### src/rtl/gpio_bank_pkg.sv
package gpio_bank_pkg;

  localparam int BUS_W  = 32;
  localparam int HALF_W = BUS_W / 2;
  localparam int ADDR_W = 3;

  // Register word map. The masked-write encodings depend on these positions.
  typedef enum logic [ADDR_W-1:0] {
    SEL_OUT  = 3'd0,
    SEL_MLO  = 3'd1,
    SEL_MHI  = 3'd2,
    SEL_DIR  = 3'd3,
    SEL_EN   = 3'd4,
    SEL_LVL  = 3'd5,
    SEL_RSV6 = 3'd6,
    SEL_RSV7 = 3'd7
  } reg_sel_e;

endpackage

### src/rtl/gpio_rst_sync.sv
module gpio_rst_sync #(
  parameter int STAGES = 2
) (
  input  logic clk,
  input  logic arst_n,
  output logic rst_n
);

  logic [STAGES-1:0] chain_q;
  logic [STAGES-1:0] chain_d;

  always_comb begin
    chain_d = {chain_q[STAGES-2:0], 1'b1};
  end

  always_ff @(posedge clk or negedge arst_n) begin
    if (!arst_n) begin
      chain_q <= '0;
    end else begin
      chain_q <= chain_d;
    end
  end

  assign rst_n = chain_q[STAGES-1];

endmodule

### src/rtl/gpio_in_sync.sv
module gpio_in_sync #(
  parameter int W      = 32,
  parameter int STAGES = 2
) (
  input  logic         clk,
  input  logic         rst_n,
  input  logic [W-1:0] raw_in,
  output logic [W-1:0] sync_out
);

  logic [STAGES-1:0][W-1:0] stage_q;
  logic [STAGES-1:0][W-1:0] stage_d;

  always_comb begin
    stage_d[0] = raw_in;
    for (int s = 1; s < STAGES; s++) begin
      stage_d[s] = stage_q[s-1];
    end
  end

  always_ff @(posedge clk or negedge rst_n) begin
    if (!rst_n) begin
      stage_q <= '0;
    end else begin
      stage_q <= stage_d;
    end
  end

  assign sync_out = stage_q[STAGES-1];

  // Checker: count edges since reset so the latency check never looks before it.
  logic [1:0] warm_q;
  always_ff @(posedge clk or negedge rst_n) begin
    if (!rst_n) begin
      warm_q <= '0;
    end else if (warm_q != 2'd3) begin
      warm_q <= warm_q + 2'd1;
    end
  end

  generate
    if (STAGES == 2) begin : g_lat_chk

      sync_latency_chk: assert property (@(posedge clk) disable iff (!rst_n)
        (warm_q >= 2'd2) |-> (sync_out == $past(raw_in, 2)));
    end
  endgenerate

endmodule

### src/rtl/gpio_ctrl_reg.sv
module gpio_ctrl_reg #(
  parameter int W = 32
) (
  input  logic         clk,
  input  logic         rst_n,
  input  logic         wr_en,
  input  logic [W-1:0] wr_val,
  output logic [W-1:0] q
);

  logic [W-1:0] q_d;
  logic         q_en;

  always_comb begin
    q_en = wr_en;
    q_d  = wr_val;
  end

  always_ff @(posedge clk or negedge rst_n) begin
    if (!rst_n) begin
      q <= '0;
    end else if (q_en) begin
      q <= q_d;
    end
  end


  ctrl_load_chk: assert property (@(posedge clk) disable iff (!rst_n)
    wr_en |=> (q == $past(wr_val)));


  ctrl_hold_chk: assert property (@(posedge clk) disable iff (!rst_n)
    !wr_en |=> $stable(q));

endmodule

### src/rtl/gpio_out_reg.sv
module gpio_out_reg
  import gpio_bank_pkg::*;
#(
  parameter int W = 32
) (
  input  logic             clk,
  input  logic             rst_n,
  input  logic             wr_full,
  input  logic             wr_lo,
  input  logic             wr_hi,
  input  logic [BUS_W-1:0] wdata,
  output logic [W-1:0]     q
);

  logic [W-1:0] q_d;
  logic         q_en;

  assign q_en = wr_full | wr_lo | wr_hi;

  // Per-bit next value: the full word wins, else the half-word with its guard.
  generate
    for (genvar i = 0; i < W; i++) begin : g_bit
      if (i < HALF_W) begin : g_lo
        always_comb begin
          if (wr_full) begin
            q_d[i] = wdata[i];
          end else if (wr_lo && !wdata[HALF_W+i]) begin
            q_d[i] = wdata[i];
          end else begin
            q_d[i] = q[i];
          end
        end
      end else begin : g_hi
        always_comb begin
          if (wr_full) begin
            q_d[i] = wdata[i];
          end else if (wr_hi && !wdata[i]) begin
            q_d[i] = wdata[i-HALF_W];
          end else begin
            q_d[i] = q[i];
          end
        end
      end
    end
  endgenerate

  always_ff @(posedge clk or negedge rst_n) begin
    if (!rst_n) begin
      q <= '0;
    end else if (q_en) begin
      q <= q_d;
    end
  end


  full_load_chk: assert property (@(posedge clk) disable iff (!rst_n)
    wr_full |=> (q == $past(wdata[W-1:0])));


  lo_guard_chk: assert property (@(posedge clk) disable iff (!rst_n)
    (wr_lo && !wr_full && (wdata[BUS_W-1:HALF_W] == '1)) |=> $stable(q));


  hi_guard_chk: assert property (@(posedge clk) disable iff (!rst_n)
    (wr_hi && !wr_full && (wdata[BUS_W-1:HALF_W] == '1)) |=> $stable(q));


  out_hold_chk: assert property (@(posedge clk) disable iff (!rst_n)
    !q_en |=> $stable(q));

endmodule

### src/rtl/gpio_bank.sv
module gpio_bank
  import gpio_bank_pkg::*;
#(
  parameter int PIN_W       = 32,
  parameter int SYNC_STAGES = 2
) (
  input  logic              clk,
  input  logic              arst_n,
  input  logic [ADDR_W-1:0] bus_addr,
  input  logic              bus_we,
  input  logic [BUS_W-1:0]  bus_wdata,
  output logic [BUS_W-1:0]  bus_rdata,
  input  logic [PIN_W-1:0]  pad_in,
  output logic [PIN_W-1:0]  pad_out,
  output logic [PIN_W-1:0]  pad_oe,
  output logic [PIN_W-1:0]  pad_seen
);

  logic             rst_n;
  reg_sel_e         sel;
  logic             wr_out, wr_lo, wr_hi, wr_dir, wr_en;
  logic [PIN_W-1:0] out_q, dir_q, en_q;
  logic [BUS_W-1:0] rdata_d;

  gpio_rst_sync #(.STAGES(2)) u_rst (
    .clk    (clk),
    .arst_n (arst_n),
    .rst_n  (rst_n)
  );

  assign sel = reg_sel_e'(bus_addr);

  always_comb begin
    wr_out = bus_we && (sel == SEL_OUT);
    wr_lo  = bus_we && (sel == SEL_MLO);
    wr_hi  = bus_we && (sel == SEL_MHI);
    wr_dir = bus_we && (sel == SEL_DIR);
    wr_en  = bus_we && (sel == SEL_EN);
  end

  gpio_out_reg #(.W(PIN_W)) u_out (
    .clk     (clk),
    .rst_n   (rst_n),
    .wr_full (wr_out),
    .wr_lo   (wr_lo),
    .wr_hi   (wr_hi),
    .wdata   (bus_wdata),
    .q       (out_q)
  );

  gpio_ctrl_reg #(.W(PIN_W)) u_dir (
    .clk    (clk),
    .rst_n  (rst_n),
    .wr_en  (wr_dir),
    .wr_val (bus_wdata[PIN_W-1:0]),
    .q      (dir_q)
  );

  gpio_ctrl_reg #(.W(PIN_W)) u_en (
    .clk    (clk),
    .rst_n  (rst_n),
    .wr_en  (wr_en),
    .wr_val (bus_wdata[PIN_W-1:0]),
    .q      (en_q)
  );

  gpio_in_sync #(.W(PIN_W), .STAGES(SYNC_STAGES)) u_sync (
    .clk      (clk),
    .rst_n    (rst_n),
    .raw_in   (pad_in),
    .sync_out (pad_seen)
  );

  always_comb begin
    rdata_d = '0;
    case (sel)
      SEL_OUT: rdata_d[PIN_W-1:0] = out_q;
      SEL_DIR: rdata_d[PIN_W-1:0] = dir_q;
      SEL_EN:  rdata_d[PIN_W-1:0] = en_q;
      SEL_LVL: rdata_d[PIN_W-1:0] = pad_seen;
      default: rdata_d = '0;
    endcase
  end

  assign bus_rdata = rdata_d;
  assign pad_out   = out_q;
  assign pad_oe    = dir_q & en_q;


  rsvd_read_zero_chk: assert property (@(posedge clk) disable iff (!rst_n)
    ((sel == SEL_RSV6) || (sel == SEL_RSV7) || (sel == SEL_MLO) || (sel == SEL_MHI))
      |-> (bus_rdata == '0));

  generate
    if (PIN_W < BUS_W) begin : g_pad_chk

      upper_zero_chk: assert property (@(posedge clk) disable iff (!rst_n)
        bus_rdata[BUS_W-1:PIN_W] == '0);
    end
  endgenerate

endmodule

### config.mk
export PLATFORM = sky130hd
export DESIGN_NAME = gpio_bank
export DESIGN_NICKNAME = d
export VERILOG_FILES = /design/src/rtl/gpio_bank_pkg.sv /design/src/rtl/gpio_rst_sync.sv /design/src/rtl/gpio_in_sync.sv /design/src/rtl/gpio_ctrl_reg.sv /design/src/rtl/gpio_out_reg.sv /design/src/rtl/gpio_bank.sv
export SDC_FILE = /design/constraint.sdc
export NUM_CORES = 1
export LEC_CHECK = 0
export CELL_PAD_IN_SITES_DETAIL_PLACEMENT = 0
export CELL_PAD_IN_SITES_GLOBAL_PLACEMENT = 1
export CORE_ASPECT_RATIO = 0.75
export CORE_MARGIN = 3
export CORE_UTILIZATION = 45
export CTS_CLUSTER_DIAMETER = 150
export DETAILED_ROUTE_END_ITERATION = 16
export DONT_BUFFER_PORTS = 1
export GPL_TIMING_DRIVEN = 0
export PLACE_DENSITY = 0.75
export SLEW_MARGIN = 15
export SYNTH_ARGS = -nofsm -noshare
export SYNTH_HDL_FRONTEND = slang
export SYNTH_HIERARCHICAL = 1
export SYNTH_SLANG_ARGS = --single-unit
export TNS_END_PERCENT = 30
### constraint.sdc
create_clock -name clk -period 10.9 [get_ports clk]
set_input_delay 1.09 -clock clk [delete_from_list [all_inputs] [get_ports clk]]
set_output_delay 1.09 -clock clk [all_outputs]
set_load 0.03 [all_outputs]
==> metrics.md <==
| Metric | Value |
|---|---|
| Tmin final | `3840 ps` |
| Critical Path RT | `9810 ps` |
| Gpl congestion | `0.801` |
| Die Span Y | `116 um` |
| RSZ-0062 raised after global routing | `false` |
| Synthesis Warnings | `6` |
| Crit-path max FO | `10` |
| CTS max path bufs | `2` |
| Post-synth EDFFs | `0` |
| Share of post-route cells with drive strength above 1 | `26.5%` |
| Routed wire length per instance | `26.1 um` |
| Clock sink count | `162` |
| Synth Cell Area | `0.00732 mm2` |
| FF+latch count, synth | `162` |
| Count of pins over their slew limit | `0` |
| FF-to-FF setup slack | `9850 ps` |
| Clock transition at path regs | `70 ps` |
| Layout Skew | `6.03 ps` |
| Final hold vios | `0` |
| PostCTS Resize Cnt | `0` |
| Leading area contributor after synthesis | `dfrtp_1` |
| Drt total wl | `20700 um` |
| Fin crit share | `35.3%` |
| Status | `finished, final reports clean` |
| DRC | `0` |
| Ys async rst share | `100%` |
| Relative slew slack | `43.4%` |
| Clk_lat worst skew | `420 ps` |
| Pwr Density | `212 mW/mm2` |
| Hold Path Class | `reg -> async` |
| Setup violators final | `0` |
| Post-synthesis mux area share | `19.8%` |
| Crit Path Category | `in -> out` |
| Critical path startpoint category | `primary input` |
| IO Pins | `198` |
| DRT Pass-1 Iters | `4` |
| IO buf count | `0` |
| FF/Latch Area | `0.00406 mm2` |
| Fill cells | `1290` |
| Largest family of logic cells by synthesized area | `multiplexers` |
| Synth top cells by count | `dfrtp_1, mux2_4, nand2_1` |
| Die Area | `0.0179 mm2` |
| CP Capture Type | `primary output` |
| Die W | `153 um` |
| Max Clock Freq | `260 MHz` |
| Maximum vdd drop | `0.0942 mV` |
| Area Growth Syn to Fin | `13.1%` |
| Vias/cell | `5.83` |
| Synth top area share | `55.4%` |
| Synthesized instance count | `551` |
| Area after DPL | `0.00765 mm2` |
| CTS tree | `built` |
| Grt total ovfl | `0` |
| Syn Nets | `621` |
| GRT Total Usage | `23.1%` |
| CTS Hold Bufs | `0` |
| Synth area leaders | `dfrtp_1, mux2_4, mux2i_1` |
| Clock buffer count from CTS | `17` |
| First-pass GRT wire length | `30900 um` |
| Most frequent cell after synthesis | `dfrtp_1` |
| Seq/Total Area, Yosys | `55.4%` |
| Initial antenna violation count | `1` |
| Max_cap viols | `0` |
| Starting density of the core | `47.0%` |
| Synth Area in Compound Gates | `7.93%` |
| Sum Neg Setup Slack | `0 ps` |
| Final ANT Viol Nets | `0` |
| Final nets | `643` |
| Vias | `4621` |
| Post-Synth Adder-Cell Area | `0%` |
| Syn Area/Cell | `13.3 um2` |
| Simple-gate area share of the yosys netlist | `10.6%` |
| Htree depth | `4` |
| Num rows | `39` |
| Hpwl dp | `14700 um` |
| Core area | `0.0156 mm2` |
| Design Area, Final | `0.00828 mm2` |
| Largest net degree at the start of global routing | `63` |
| Worst hold margin | `230 ps` |
| Number of global-route vias before repair | `4792` |
| Root Buffer | `clkbuf_16` |
| Setup bufs post-CTS | `0` |
| Initial DRC count | `257` |
| Count of different cell masters after synthesis | `28` |
| Post-synthesis xor/xnor area fraction | `0%` |
| Leak | `3.72 nW` |
| Area of the multi-input gates | `0.00280 mm2` |
| Worst EP arrival | `2750 ps` |
| Slew @ Worst Pin | `865 ps` |
| Synth Flop Type | `dfrtp_1` |
state kept, by name, summed over array words and instances, names as in the netlist:
name and count:
u_dir/q 32, u_en/q 32, u_out/q 32, u_rst/chain_q 2
u_sync/stage_d 32, u_sync/sync_out 32
final timing paths:
kind / depth (start not counted) / from / to
hold / removal: 0 / u_rst/chain_q[1] / u_sync/stage_d[41]
hold reg to reg: 0 / u_rst/chain_q[1] / u_sync/stage_d[41]
setup reg to reg: 2 / u_rst/chain_q[1] / u_dir/q[26]
min in group clk: 0 / u_sync/stage_d[61] / u_sync/sync_out[29]
max in group asynchronous: 2 / u_rst/chain_q[1] / u_dir/q[26]
setup / recovery: 5 / bus_addr[0] / bus_rdata[0]
layout make-up:
class	instances	area share (%)
Inverter	31	1.40
Clock buffer	18	5.18
Buffer	41	4.20
Sequential cell	162	49.0
Clock inverter	14	2.45
Antenna cell	1	0.0302
Multi-Input combinational cell	317	33.8
Timing Repair Buffer	3	0.816
Tap cell	205	3.10
worst max-delay path, cell delays in order:
cell and delay (ps):
buf_6 120, buf_6 170, clkbuf_1 590, nand2_1 110, o221ai_1 670
power by group:
group / switching [W] / internal (W)
sequential: 0.000126 / 0.000685
clock: 0.000255 / 0.000387
combinational: 0.000173 / 0.000131
total: 0.000554 / 0.00120
cell usage in the layout, fill, tap and decap left out, types with 2 or more instances in the layout:
cell        instances
mux2_1              2
clkinv_4            2
o311ai_1           10
buf_4               6
and2_1             32
buf_6               7
buf_2              15
buf_12              8
clkinvlp_4          3
nand2b_1            3
o311ai_0            5
bufinv_16           4
o21ai_0            16
clkbuf_16          17
nand2_1            49
clkbuf_2            2
inv_6               3
nor3_1              2
a21oi_1            16
nor2_1              4
inv_1              31
or4b_2              4
mux2_2             18
mux2i_1            32
mux2_4             60
o221ai_1           32
clkbuf_1            6
or4b_1             28
dfrtp_1           161
routing by layer:
layer,vias up,routed length [um],global-route usage [%]
met2,203,9100,34.2
met1,2369,9180,31.5
met3,26,2080,9.48
met4,0,326,6.94
met5,-,0,0
li1,2023,-,-
kinds of logic after synthesis:
logic type	Yosys count
muxes	112
and+or+nand+nor	124
buffers and inverters	72
other	1
DFF	162
AOI/OAI and AO/OA	80
through the flow:
step	power, W	setup slack (ps)	std cells	utilization, %
2_1_floorplan	0.00105	6050	551	-
3_3_place_gp	0.00111	4420	756	48.7
3_5_place_dp	0.00113	7050	759	49.1
4_1_cts	0.00177	7040	791	53.2
5_1_grt	0.00183	6920	791	53.2
6_report	0.00176	7060	792	53.2
(Power assumes the default switching activity.)
